## config.mk

```make
export PLATFORM = sky130hd
export DESIGN_NAME = mdio_phy_scan
export DESIGN_NICKNAME = d
export VERILOG_FILES = /design/src/rtl/mdio_scan_pkg.sv /design/src/rtl/scan_delay.sv /design/src/rtl/scan_cursor.sv /design/src/rtl/mdio_phy_scan.sv
export SDC_FILE = /design/constraint.sdc
export NUM_CORES = 1
export LEC_CHECK = 0
export BUFFER_PORTS_ARGS = -buffer_cell sky130_fd_sc_hd__buf_2
export CELL_PAD_IN_SITES_DETAIL_PLACEMENT = 1
export CELL_PAD_IN_SITES_GLOBAL_PLACEMENT = 1
export CORE_MARGIN = 2
export CORE_UTILIZATION = 45
export DETAILED_ROUTE_END_ITERATION = 8
export PLACE_DENSITY = 0.86
export SYNTH_ARGS = -nofsm -noshare
export SYNTH_HDL_FRONTEND = slang
export SYNTH_SLANG_ARGS = --single-unit
```

## constraint.sdc

```tcl
create_clock -name clk -period 4.6 [get_ports clk]
set_clock_uncertainty 0.15 [all_clocks]
set_input_delay 0 -clock clk [delete_from_list [all_inputs] [get_ports clk]]
set_output_delay 0 -clock clk [all_outputs]
set_load 0.02 [all_outputs]
```

## src/rtl/mdio_scan_pkg.sv

```systemverilog
package mdio_scan_pkg;
    typedef enum logic [2:0] {
        ST_IDLE,
        ST_WAIT,
        ST_ASK_LO,
        ST_GET_LO,
        ST_ASK_HI,
        ST_GET_HI
    } scan_state_e;
endpackage

```

## src/rtl/scan_delay.sv

```systemverilog
module scan_delay #(
    parameter int WAIT_CYCLES = 1000000
) (
    input  logic clk,
    input  logic rst,
    input  logic load_i,
    output logic expired_o
);
    localparam int CW = $clog2(WAIT_CYCLES + 1);

    logic [CW-1:0] cnt_d, cnt_q;

    always_comb begin
        cnt_d = cnt_q;
        if (load_i)
            cnt_d = CW'(WAIT_CYCLES);
        else if (cnt_q != '0)
            cnt_d = cnt_q - 1'b1;
    end

    always_ff @(posedge clk) begin
        if (rst) cnt_q <= '0;
        else     cnt_q <= cnt_d;
    end

    assign expired_o = (cnt_q == '0);
endmodule

```

## src/rtl/scan_cursor.sv

```systemverilog
module scan_cursor #(
    parameter int ADDR_W     = 5,
    parameter int MAX_PASSES = 11
) (
    input  logic              clk,
    input  logic              rst,
    input  logic              clear_i,
    input  logic              step_i,
    output logic [ADDR_W-1:0] addr_o,
    output logic              last_addr_o,
    output logic              last_pass_o
);
    localparam int PW = (MAX_PASSES > 1) ? $clog2(MAX_PASSES) : 1;

    logic [ADDR_W-1:0] addr_d, addr_q;
    logic [PW-1:0]     pass_d, pass_q;

    assign last_addr_o = (addr_q == {ADDR_W{1'b1}});
    assign last_pass_o = (pass_q == PW'(MAX_PASSES - 1));

    always_comb begin
        addr_d = addr_q;
        pass_d = pass_q;
        if (clear_i) begin
            addr_d = '0;
            pass_d = '0;
        end else if (step_i) begin
            addr_d = addr_q + 1'b1;
            if (last_addr_o)
                pass_d = pass_q + 1'b1;
        end
    end

    always_ff @(posedge clk) begin
        if (rst) begin
            addr_q <= '0;
            pass_q <= '0;
        end else begin
            addr_q <= addr_d;
            pass_q <= pass_d;
        end
    end

    assign addr_o = addr_q;
endmodule

```

## src/rtl/mdio_phy_scan.sv

```systemverilog
module mdio_phy_scan
    import mdio_scan_pkg::*;
#(
    parameter int ADDR_W      = 5,
    parameter int REG_W       = 5,
    parameter int DATA_W      = 16,
    parameter int WAIT_CYCLES = 1000000,
    parameter int MAX_PASSES  = 11,
    parameter int ID_HI_REG   = 2,
    parameter int ID_LO_REG   = 3
) (
    input  logic                clk,
    input  logic                rst,
    input  logic                start_i,
    output logic                mgmt_req_o,
    output logic [ADDR_W-1:0]   mgmt_phy_o,
    output logic [REG_W-1:0]    mgmt_reg_o,
    input  logic                mgmt_rsp_valid_i,
    input  logic [DATA_W-1:0]   mgmt_rsp_data_i,
    output logic                done_o,
    output logic                found_o,
    output logic [ADDR_W-1:0]   phy_addr_o,
    output logic [2*DATA_W-1:0] phy_id_o
);
    localparam int                ID_W      = 2 * DATA_W;
    localparam logic [ADDR_W-1:0] NONE_ADDR = {ADDR_W{1'b1}};
    localparam logic [DATA_W-1:0] EMPTY_RD  = {DATA_W{1'b1}};

    typedef struct packed {
        scan_state_e       state;
        logic [DATA_W-1:0] lo_data;
        logic              done;
        logic              found;
        logic [ADDR_W-1:0] addr;
        logic [ID_W-1:0]   id;
    } scan_regs_t;

    scan_regs_t r_d, r_q;

    logic              cur_clear, cur_step, dly_load;
    logic              dly_expired, last_addr, last_pass;
    logic [ADDR_W-1:0] cur_addr;

    scan_delay #(.WAIT_CYCLES(WAIT_CYCLES)) u_delay (
        .clk       (clk),
        .rst       (rst),
        .load_i    (dly_load),
        .expired_o (dly_expired)
    );

    scan_cursor #(.ADDR_W(ADDR_W), .MAX_PASSES(MAX_PASSES)) u_cursor (
        .clk         (clk),
        .rst         (rst),
        .clear_i     (cur_clear),
        .step_i      (cur_step),
        .addr_o      (cur_addr),
        .last_addr_o (last_addr),
        .last_pass_o (last_pass)
    );

    always_comb begin
        r_d       = r_q;
        r_d.done  = 1'b0;
        cur_clear = 1'b0;
        cur_step  = 1'b0;
        dly_load  = 1'b0;
        unique case (r_q.state)
            ST_IDLE: begin
                if (start_i) begin
                    cur_clear = 1'b1;
                    dly_load  = 1'b1;
                    r_d.found = 1'b0;
                    r_d.addr  = NONE_ADDR;
                    r_d.id    = '0;
                    r_d.state = ST_WAIT;
                end
            end
            ST_WAIT: begin
                if (dly_expired)
                    r_d.state = ST_ASK_LO;
            end
            ST_ASK_LO: r_d.state = ST_GET_LO;
            ST_GET_LO: begin
                if (mgmt_rsp_valid_i) begin
                    if (mgmt_rsp_data_i != EMPTY_RD) begin
                        r_d.lo_data = mgmt_rsp_data_i;
                        r_d.state   = ST_ASK_HI;
                    end else if (last_addr && last_pass) begin
                        r_d.done  = 1'b1;
                        r_d.state = ST_IDLE;
                    end else begin
                        cur_step = 1'b1;
                        if (last_addr) begin
                            dly_load  = 1'b1;
                            r_d.state = ST_WAIT;
                        end else begin
                            r_d.state = ST_ASK_LO;
                        end
                    end
                end
            end
            ST_ASK_HI: r_d.state = ST_GET_HI;
            ST_GET_HI: begin
                if (mgmt_rsp_valid_i) begin
                    r_d.found = 1'b1;
                    r_d.addr  = cur_addr;
                    r_d.id    = {mgmt_rsp_data_i, r_q.lo_data};
                    r_d.done  = 1'b1;
                    r_d.state = ST_IDLE;
                end
            end
            default: r_d.state = ST_IDLE;
        endcase
    end

    always_ff @(posedge clk) begin
        if (rst) begin
            r_q.state   <= ST_IDLE;
            r_q.lo_data <= '0;
            r_q.done    <= 1'b0;
            r_q.found   <= 1'b0;
            r_q.addr    <= NONE_ADDR;
            r_q.id      <= '0;
        end else begin
            r_q <= r_d;
        end
    end

    assign mgmt_req_o = (r_q.state == ST_ASK_LO) || (r_q.state == ST_ASK_HI);
    assign mgmt_phy_o = cur_addr;
    assign mgmt_reg_o = (r_q.state == ST_ASK_HI) ? REG_W'(ID_HI_REG) : REG_W'(ID_LO_REG);
    assign done_o     = r_q.done;
    assign found_o    = r_q.found;
    assign phy_addr_o = r_q.addr;
    assign phy_id_o   = r_q.id;
endmodule

```

==> results.sh, run 1 <==
export IMPL_status="finished, final reports clean"
export IMPL_synth_area_um2=3890
export IMPL_path_max_fanout=17
export IMPL_die_x_um=96.9
export IMPL_relSlewSlack_pct=13.4
export IMPL_slowest_delay_ns=1.02
export IMPL_period_needed_ns=2.60
export IMPL_drc=0
export IMPL_path_cells="nand4b_1, a21oi_2, mux2i_1, nor2_1"
export IMPL_drt_pass1_iter_count=4
export IMPL_routed_via_density=5.48
export IMPL_crit_type="reg2reg"
export IMPL_wl_met2_mm=5.18
export IMPL_grt_pass1_wl_mm=16.7
export IMPL_p_leak_uw=0.00179
export IMPL_antenna_found_initial=0
export IMPL_rows=33
export IMPL_diodes=0
export IMPL_cp_arrival_ns=2.67
export IMPL_hold_violations=0
export IMPL_ys_top_cells_by_area="dfxtp_1, nor2_1, buf_4"
export IMPL_tns_ns=0
export IMPL_wirelength_mm=9.99
export IMPL_clkTransAtPathRegs_ns=0.09
export IMPL_area_delta_synth_final_pct=12.8
export IMPL_detail_route_antenna_nets=0
export IMPL_rsz0062_at_grt="no"
export IMPL_cts_root_buf="clkbuf_8"
export IMPL_wire_per_inst_um=17.4
export IMPL_grt_pass1_vias=3273
export IMPL_critPathRequiredTime_ns=4.68
export IMPL_cts_sinks=87
export IMPL_cts_tree="built"
export IMPL_initial_core_util_pct=46.8
export IMPL_finalSetupViolCount=0
export IMPL_cts_resized_gates=0
export IMPL_core_um2=8300
export IMPL_cp_num_buf_inv=0
export IMPL_hold_buffers=18
export IMPL_slew_violations=0
export IMPL_multiInputGateArea_um2=1740
export IMPL_synthDistinctLibCells=49
export IMPL_p_per_area_nw_per_um2=521
export IMPL_synth_top_cell_area_share_pct=44.8
export IMPL_syn_inst=431
export IMPL_drive_gt1_share_pct=20.6
export IMPL_min_period_over_period_pct=56.5
export IMPL_die_area_um2=9400
export IMPL_worstSetupEndpointType="flop"
export IMPL_cap_viol_max_count=0
export IMPL_io_pins=70
export IMPL_portBuffers=65
export IMPL_cp_slowest_cell="a21oi_2"
export IMPL_ctsHtreeMaxLevel=3
export IMPL_ys_ff_latch=87
export IMPL_hold_class="in2reg"
export IMPL_async_flop_share_pct=0
export IMPL_start_kind="flop"
export IMPL_fmax_mhz=385
export IMPL_place_gp_congestion=0.829
export IMPL_grt_overflow=0
export IMPL_numCtsBuffers=9
export IMPL_grt_max_degree=68
export IMPL_dp_cells=541
export IMPL_nets=490
export IMPL_tightest_slew_ns=1.30
export IMPL_m1WireLength_mm=4.28
export IMPL_synth_area_leader_cell="dfxtp_1"
export IMPL_hpwl_mm=6.21
export IMPL_synth_ff_type="dfxtp_1"
export IMPL_clk_path_buf_depth=2
export IMPL_clk_latency_ns=0.37
export IMPL_synth_area_per_cell_um2=9.02
export IMPL_seq_area_frac_synth_pct=44.8
export IMPL_num_fill_cells=962
export IMPL_yosysWarnings=0
export IMPL_max_vdd_ir_drop_v=0.000233
export IMPL_vias=3151
export IMPL_regArea_um2=1740
export IMPL_grt_usage_pct=21.8
export IMPL_post_cts_setup_buffers=0
export IMPL_met3_length_um=340
export IMPL_die_h_um=96.9
export IMPL_layout_cells_non_filler=575
export IMPL_synth_edff_count=0
export IMPL_top_layer_used="met4"
export IMPL_initialDrtViolationCount=153
export IMPL_crit_family="compound AO/OA/AOI/OAI gates"
[registers in the layout (all words and copies together) (netlist names)]
register	count
u_cursor.addr_o	5
done_o	1
r_q	19
u_cursor.pass_q	4
phy_addr_o	5
phy_id_o	32
u_delay.cnt_q	20
found_o	1
[final cells by class]
| class | count | share of cell area [%] |
|---|---|---|
| clock buffers | 10 | 3.14 |
| well taps | 105 | 2.99 |
| multi-input cells | 276 | 39.7 |
| inverters | 6 | 0.513 |
| flip-flops and latches | 87 | 39.7 |
| repair buffers | 85 | 11.9 |
| clock inverters | 6 | 2.05 |
[Yosys cell counts, drive strengths merged, types with 2 or more instances]
master / n
o21ai: 2
o31ai: 2
nand3: 10
or3: 5
ha: 5
nor2: 87
or4: 6
a21oi: 23
nor4b: 3
inv: 6
a211oi: 3
buf: 45
a21boi: 2
nand2: 12
nand4: 5
xor2: 9
nor3: 7
dfxtp: 87
nor2b: 4
clkbuf: 19
conb: 2
mux2i: 18
or2: 2
xnor2: 12
a211o: 5
a22oi: 32
and3: 4
nor4: 3
[report_power, final]
group	internal, uW	leakage (uW)	total [uW]	switching, uW
sequential	842	0.000706	943	101
clock	324	0.000113	617	293
combinational	295	0.000971	727	432
[path summary, 6_finish.rpt]
kind / startpoint / to / slack (ns) / cells past startpoint
worst max-delay path: r_q[55]$_SDFFE_PP0P_ / r_q[43]$_SDFFE_PP0P_ / 2.00 / 4
worst min-delay path: rst / phy_id_o[3]$_SDFFE_PP0P_ / 0.11 / 3
worst max register to register: r_q[55]$_SDFFE_PP0P_ / r_q[43]$_SDFFE_PP0P_ / 2.00 / 4
worst min register to register: phy_addr_o[2]$_SDFFE_PP1P_ / phy_addr_o[2]$_SDFFE_PP1P_ / 0.32 / 1
[logic make-up (layout without fill, tap and decap cells)]
| family | Yosys count | after routing | share of synthesized area, % |
|---|---|---|---|
| AO/OA/AOI/OAI | 75 | 75 | 13.2 |
| XOR/XNOR | 21 | 21 | 4.73 |
| adder cells (fa/ha/maj) | 5 | 5 | 1.61 |
| buffers and inverters | 70 | 107 | 10.8 |
| flip-flops | 87 | 87 | 44.8 |
| multiplexers | 18 | 18 | 4.63 |
| other | 2 | 4 | 0.193 |
| AND/OR/NAND/NOR | 153 | 153 | 20.0 |
[worst register-to-register path, cell delays in order, from the launching register on]
cell	delay [ns]
dfxtp_1	0.55
nand4b_1	0.32
a21oi_2	1.02
mux2i_1	0.33
nor2_1	0.09
[per-stage QoR]
step	worst slack, ns	hold slack, ns	instance area (um^2)	util (%)	power [uW]
2_1_floorplan	2.46	-0.0452	3890	-	1520
3_3_place_gp	2.21	0.122	3980	47.9	1620
3_5_place_dp	2.09	0.140	3980	47.9	1660
4_1_cts	2.04	0.113	4390	52.9	2290
5_1_grt	1.87	0.128	4390	52.9	2430
6_report	2.00	0.110	4390	52.9	2290
[layout by cell type, fill, tap and decap left out, types with 3 or more instances in the layout]
cell type	instances
nand4_1	5
nor2_1	86
nor3_1	4
nand3_1	9
mux2i_1	18
conb_1	4
a22oi_1	32
a21oi_1	22
or4_1	4
a211oi_1	3
inv_1	6
and3_1	4
or3_1	5
ha_1	5
buf_2	65
nor2b_1	4
a211o_1	5
dfxtp_1	87
nand2_1	12
clkbuf_8	10
xnor2_1	12
dlygate4sd3_1	18
xor2_1	9
[routing by layer]
layer	up-vias	global-route usage [%]
met5	-	0
met4	0	8.13
met3	15	4.19
met2	60	38.5
met1	1563	26.2
li1	1513	-
Power figures use the tool's default switching activity.
==> run 2: changes to the inputs <==
--- a/config.mk
+++ b/config.mk
@@ -9,9 +9,9 @@
 export CELL_PAD_IN_SITES_DETAIL_PLACEMENT = 1
 export CELL_PAD_IN_SITES_GLOBAL_PLACEMENT = 1
 export CORE_MARGIN = 2
-export CORE_UTILIZATION = 45
+export CORE_UTILIZATION = 42
 export DETAILED_ROUTE_END_ITERATION = 8
-export PLACE_DENSITY = 0.86
+export PLACE_DENSITY = 0.81
 export SYNTH_ARGS = -nofsm -noshare
 export SYNTH_HDL_FRONTEND = slang
 export SYNTH_SLANG_ARGS = --single-unit
==> constraint.sdc (replaced) <==
create_clock -name clk -period 2.55 [get_ports clk]
set_clock_uncertainty 0.15 [all_clocks]
set_input_delay 0 -clock clk [delete_from_list [all_inputs] [get_ports clk]]
set_output_delay 0 -clock clk [all_outputs]
set_load 0.02 [all_outputs]
==> run 2 against run 1 <==
Compared with the run above:
- non-clock buffer count increased by 10
- combinational power increased by 88%
- wire length decreased by 6.1%
- fmax increased by 12%
- setup slack got worse by 1.8 ns
- sequential cell count unchanged
- global-route usage decreased by 2.4 points
==> results.sh, run 2 (synthesized netlist as in run 1, its figures left out) <==
export IMPL_status="finished, final reports clean"
export IMPL_clk_latency_ns=0.35
export IMPL_initialDrtViolationCount=117
export IMPL_antenna_found_initial=0
export IMPL_r2r_slack_ns=0.23
export IMPL_period_needed_ns=2.32
export IMPL_grt_pass1_vias=3163
export IMPL_die_h_um=100
export IMPL_path_max_fanout=6
export IMPL_cts_tree="built"
export IMPL_path_cells="inv_1, ha_1, or3b_1, or4_4, nand3_2, xor2_1, a21oi_1"
export IMPL_place_gp_congestion=0.807
export IMPL_fmax_mhz=431
export IMPL_detail_route_antenna_nets=0
export IMPL_slowest_delay_ns=0.60
export IMPL_fin_area_um2=4420
export IMPL_crit_type="reg2reg"
export IMPL_p_leak_uw=0.00181
export IMPL_hold_start="mgmt_rsp_data_i[10]"
export IMPL_area_delta_synth_final_pct=13.7
export IMPL_hold_class="in2reg"
export IMPL_cts_resized_gates=0
export IMPL_num_fill_cells=1070
export IMPL_cap_viol_max_count=0
export IMPL_die_area_um2=10000
export IMPL_start_kind="flop"
export IMPL_p_per_area_nw_per_um2=894
export IMPL_drive_gt1_share_pct=22.1
export IMPL_slew_violations=0
export IMPL_die_x_um=100
export IMPL_initial_core_util_pct=42.7
export IMPL_fin_util_pct=48.5
export IMPL_r2r_end="u_delay.cnt_q[17]$_SDFFE_PP0P_"
export IMPL_cts_root_buf="clkbuf_8"
export IMPL_numCtsBuffers=9
export IMPL_cp_slowest_cell="or4_4"
export IMPL_final_common_cell="dfxtp_1"
export IMPL_drt_pass1_iter_count=4
export IMPL_core_um2=9110
export IMPL_drc=0
export IMPL_rsz0062_at_grt="no"
export IMPL_tns_ns=0
export IMPL_clkTransAtPathRegs_ns=0.10
export IMPL_power_uw=3950
export IMPL_io_pins=70
export IMPL_wire_per_inst_um=15.9
export IMPL_max_vdd_ir_drop_v=0.000340
export IMPL_diodes=0
export IMPL_largest_reg_flops=32
export IMPL_r2r_start="u_delay.cnt_q[0]$_SDFFE_PP0P_"
export IMPL_relSlewSlack_pct=53.9
export IMPL_critPathRequiredTime_ns=2.61
export IMPL_grt_pass1_wl_mm=15.5
export IMPL_place_area_um2=4040
export IMPL_rows=35
export IMPL_min_delay_path_depth=4
export IMPL_min_period_over_period_pct=90.9
export IMPL_hold_ws_ns=0.295
export IMPL_tightest_slew_ns=0.692
export IMPL_wirelength_mm=9.38
export IMPL_portBuffers=65
export IMPL_cts_sinks=87
export IMPL_hpwl_mm=6.19
export IMPL_layout_common_cells="dfxtp_1, nor2_1, buf_2, a22oi_1, a21oi_1"
export IMPL_hold_violations=0
export IMPL_routed_via_density=5.30
export IMPL_grt_max_degree=67
export IMPL_cp_arrival_ns=2.38
export IMPL_finalSetupViolCount=0
export IMPL_whs_endpoint="r_q[49]$_SDFFE_PP0P_"
export IMPL_grt_overflow=0
export IMPL_grt_usage_pct=19.4
export IMPL_vias=3131
export IMPL_worstSetupEndpointType="flop"
export IMPL_nets=500
export IMPL_clk_path_buf_depth=2
export IMPL_ctsHtreeMaxLevel=3
export IMPL_reg2reg_depth=7
run 2: power by group:
group / switching, uW / leakage, uW / internal, uW
sequential: 174 / 0.000706 / 1520
combinational: 790 / 0.00102 / 577
clock: 526 / 0.0000879 / 364
total: 1490 / 0.00181 / 2460
run 2: worst max-delay path by stage:
stage	from	endpoint	slack, ns	cells after the start
after global placement	u_delay.cnt_q[0]$_SDFFE_PP0P_	u_delay.cnt_q[14]$_SDFFE_PP0P_	0.34	7
after detailed placement	u_delay.cnt_q[0]$_SDFFE_PP0P_	u_delay.cnt_q[14]$_SDFFE_PP0P_	0.24	7
after floorplan	u_cursor.addr_o[0]$_SDFFE_PP0P_	r_q[55]$_SDFFE_PP0P_	0.41	7
final	u_delay.cnt_q[0]$_SDFFE_PP0P_	u_delay.cnt_q[17]$_SDFFE_PP0P_	0.23	7
after global routing	u_delay.cnt_q[0]$_SDFFE_PP0P_	u_delay.cnt_q[3]$_SDFFE_PP0P_	0.08	8
after CTS	u_delay.cnt_q[0]$_SDFFE_PP0P_	r_q[56]$_SDFFE_PP0P_	0.12	7
run 2: area by class of cell:
class | count | area, um^2 | share of cell area, %
clock buffers | 9 | 124 | 2.80
clock inverters | 7 | 53.8 | 1.22
inverters | 6 | 22.5 | 0.509
multi-input cells | 276 | 1740 | 39.4
flip-flops and latches | 87 | 1740 | 39.4
well taps | 111 | 139 | 3.14
repair buffers | 95 | 598 | 13.5
run 2: metal layers:
layer	vias up	part of all wire [%]	GRT usage (%)
met5	-	0	0
met4	0	1.0	5.48
met3	8	3.6	4.94
met2	48	51	33.4
met1	1536	44	24.0
li1	1539	-	-
run 2: worst max-delay path, delay by kind of cell (launching register included):
family	cells	cell delay [ns]
AND/OR/NAND/NOR	3	1.21
flip-flops	1	0.35
XOR/XNOR	1	0.17
adder cells (fa/ha/maj)	1	0.16
AO/OA/AOI/OAI	1	0.08
buffers and inverters	1	0.06
run 2: through the flow:
step           cells  setup WS, ns
6_report         591         0.231
3_5_place_dp     554         0.238
2_1_floorplan    433         0.413
4_1_cts          589         0.122
3_3_place_gp     554         0.335
5_1_grt          591        0.0844
run 2: timing repair:
item,4_1_cts,5_1_grt
endpoints found under the setup margin,0,1
buffers inserted,0,2
endpoints found under the hold margin,48,0
hold buffers,19,0
==> run 3: changes to the inputs <==
--- a/config.mk
+++ b/config.mk
@@ -9,9 +9,10 @@
 export CELL_PAD_IN_SITES_DETAIL_PLACEMENT = 1
 export CELL_PAD_IN_SITES_GLOBAL_PLACEMENT = 1
 export CORE_MARGIN = 2
-export CORE_UTILIZATION = 42
+export CORE_UTILIZATION = 43
 export DETAILED_ROUTE_END_ITERATION = 8
-export PLACE_DENSITY = 0.81
+export PLACE_DENSITY = 0.82
 export SYNTH_ARGS = -nofsm -noshare
 export SYNTH_HDL_FRONTEND = slang
+export SYNTH_HIERARCHICAL = 1
 export SYNTH_SLANG_ARGS = --single-unit
==> run 3 against run 2 <==
Compared with the run above:
- hold slack worse by 0.27 ns
- total power shrank 18%
- first-iteration DRC count grew 44%
- combinational power fell by 42%
- area after synthesis grew 9.6%
- non-clock buffer count rose by 9
- highest routed layer unchanged
==> results.sh, run 3 <==
export IMPL_finalSetupViolCount=0
export IMPL_synth_area_per_cell_um2=9.32
export IMPL_drc=0
export IMPL_cp_slowest_cell="or3b_2"
export IMPL_ctsHtreeMaxLevel=3
export IMPL_cp_num_buf_inv=1
export IMPL_layout_cells_non_filler=643
export IMPL_seq_area_frac_synth_pct=40.9
export IMPL_final_common_cell="dfxtp_1"
export IMPL_drive_gt1_share_pct=26.3
export IMPL_synth_area_um2=4260
export IMPL_worstSetupEndpointType="flop"
export IMPL_core_um2=9680
export IMPL_relSlewSlack_pct=28.6
export IMPL_io_pins=70
export IMPL_r2r_start="u_delay/cnt_q[0]$_SDFFE_PP0P_"
export IMPL_status="finished, final reports clean"
export IMPL_grt_overflow=0
export IMPL_antenna_found_initial=0
export IMPL_synth_most_common_cell="dfxtp_1"
export IMPL_dp_cells=609
export IMPL_layout_common_cells="dfxtp_1, buf_2, nor2_1, nand2b_1, mux2i_1"
export IMPL_nets=530
export IMPL_die_area_um2=10700
export IMPL_grt_usage_pct=21.6
export IMPL_slowest_delay_ns=0.48
export IMPL_rsz0062_at_grt="no"
export IMPL_m1WireLength_mm=4.69
export IMPL_numCtsBuffers=9
export IMPL_post_cts_setup_buffers=0
export IMPL_cap_viol_max_count=0
export IMPL_slew_violations=0
export IMPL_period_needed_ns=2.40
export IMPL_clk_path_buf_depth=2
export IMPL_synthTopCellsByCount="dfxtp_1, buf_4, nor2_1"
export IMPL_cts_sinks=87
export IMPL_diodes=0
export IMPL_yosysWarnings=6
export IMPL_start_kind="flop"
export IMPL_hold_ws_ns=0.0284
export IMPL_area_delta_synth_final_pct=13.3
export IMPL_wire_per_inst_um=17.6
export IMPL_tns_ns=0
export IMPL_portBuffers=65
export IMPL_p_per_area_nw_per_um2=675
export IMPL_routed_via_density=5.48
export IMPL_drt_pass1_iter_count=4
export IMPL_path_cells="inv_1, ha_1, or3b_2, or3_4, nor2_1, a21oi_1, a31oi_1, a21oi_1, nor3_1"
export IMPL_tightest_slew_ns=1.07
export IMPL_largest_reg_flops=32
export IMPL_wl_met2_mm=6.00
export IMPL_rows=36
export IMPL_max_vdd_ir_drop_v=0.000434
export IMPL_synth_area_leader_cell="dfxtp_1"
export IMPL_async_flop_share_pct=0
export IMPL_synth_ff_type="dfxtp_1"
export IMPL_initial_core_util_pct=44.0
export IMPL_cp_arrival_ns=2.54
export IMPL_synth_top_cell_area_share_pct=40.9
export IMPL_hold_start="start_i"
export IMPL_min_period_over_period_pct=94.1
export IMPL_grt_pass1_wl_mm=19.0
export IMPL_met3_length_um=327
export IMPL_detail_route_antenna_nets=0
export IMPL_ys_ff_latch=87
export IMPL_critPathRequiredTime_ns=2.69
export IMPL_crit_type="reg2reg"
export IMPL_p_leak_uw=0.00191
export IMPL_fmax_mhz=417
export IMPL_crit_family="simple AND/OR/NAND/NOR gates"
export IMPL_grt_max_degree=53
export IMPL_die_x_um=104
export IMPL_synth_edff_count=0
export IMPL_path_max_fanout=9
export IMPL_clk_latency_ns=0.37
export IMPL_place_gp_congestion=0.818
export IMPL_vias=3526
export IMPL_synthDistinctLibCells=61
export IMPL_hpwl_mm=7.72
export IMPL_die_h_um=104
export IMPL_hold_class="in2reg"
export IMPL_cts_tree="built"
export IMPL_hold_violations=0
export IMPL_syn_inst=457
export IMPL_critPathLaunch="u_delay/cnt_q[0]$_SDFFE_PP0P_"
export IMPL_cts_root_buf="clkbuf_8"
export IMPL_top_layer_used="met4"
export IMPL_ys_top_cells_by_area="dfxtp_1, buf_4, mux2i_1"
export IMPL_wirelength_mm=11.3
export IMPL_crit_top_cell="a21oi_1"
export IMPL_initialDrtViolationCount=168
export IMPL_clkTransAtPathRegs_ns=0.09
export IMPL_grt_pass1_vias=3814
==> run 3: changes by cell type after synthesis, moves of 8 or more <==
| cell | change |
|---|---|
| nor2_1 | -47 |
| a21oi_1 | -8 |
| nor3_1 | +9 |
| a22oi_1 | -26 |
| nand2b_1 | +33 |
| o21ai_0 | +10 |
| xnor2_1 | -9 |
| a22oi_2 | +10 |
| a22o_1 | +16 |
| a31oi_1 | +11 |
==> run 3: worst paths after layout <==
check,end,slack [ns],cells past startpoint
worst min-delay path,r_q[55]$_SDFFE_PP0P_,0.03,4
worst max register to register,r_q[56]$_SDFFE_PP0P_,0.15,9
worst max-delay path,r_q[56]$_SDFFE_PP0P_,0.15,9
worst min register to register,found_o$_SDFFE_PP0P_,0.31,1
==> run 3: kinds of logic (layout without fill, tap and decap cells) <==
family	Yosys count	in the layout	synth area share (%)
buffers and inverters	75	126	11.7
and+or+nand+nor	166	166	22.5
xor gates and xnor gates	6	6	1.23
muxes	22	22	5.17
DFF	87	87	40.9
other	2	4	0.176
adders and majority gates	5	5	1.47
AOI/OAI and AO/OA	94	94	16.9
==> run 3: final cells by class <==
cell class                 count  area, um^2
clock buffer                  10         138
clock inverter                 6        53.8
fill                        1141        4860
inverter                       6        22.5
multi-input combinational    297        2040
sequential                    87        1740
tap                          133         166
timing repair buffer         104         663
==> run 3: where the power goes <==
group	internal, uW	switching, uW	leakage [uW]	total, uW
Combinational	337	458	0.00111	796
Clock	396	538	0.0000950	934
Sequential	1430	94.6	0.000705	1530
==> run 3: worst min-delay path: cells and delay by family <==
kind	cells	cell delay (ns)
AOI/OAI and AO/OA	2	0.27
buffers and inverters	1	0.12
and+or+nand+nor	1	0.10
==> run 3: per-layer routing <==
metal	vias to the layer above	global-route usage, %
met2	78	40.6
met1	1732	24.2
li1	1696	-
met3	20	4.47
met4	0	7.14
met5	-	0
==> run 3: what timing repair did <==
item,in CTS,in global routing
setup endpoints to repair,0,6
endpoints found under the hold margin,41,0
hold buffers,18,0
gates resized for setup,0,3
==> run 3: through the flow <==
step | instance area (um^2) | power (uW) | setup WS (ns) | utilization, %
floorplan | 4270 | 2070 | 0.0767 | -
global placement | 4440 | 2270 | 0.236 | 45.9
detailed placement | 4440 | 2310 | 0.103 | 45.9
CTS | 4810 | 3260 | 0.0745 | 49.7
global route | 4830 | 3430 | 0.00440 | 49.8
finish | 4830 | 3260 | 0.151 | 49.8
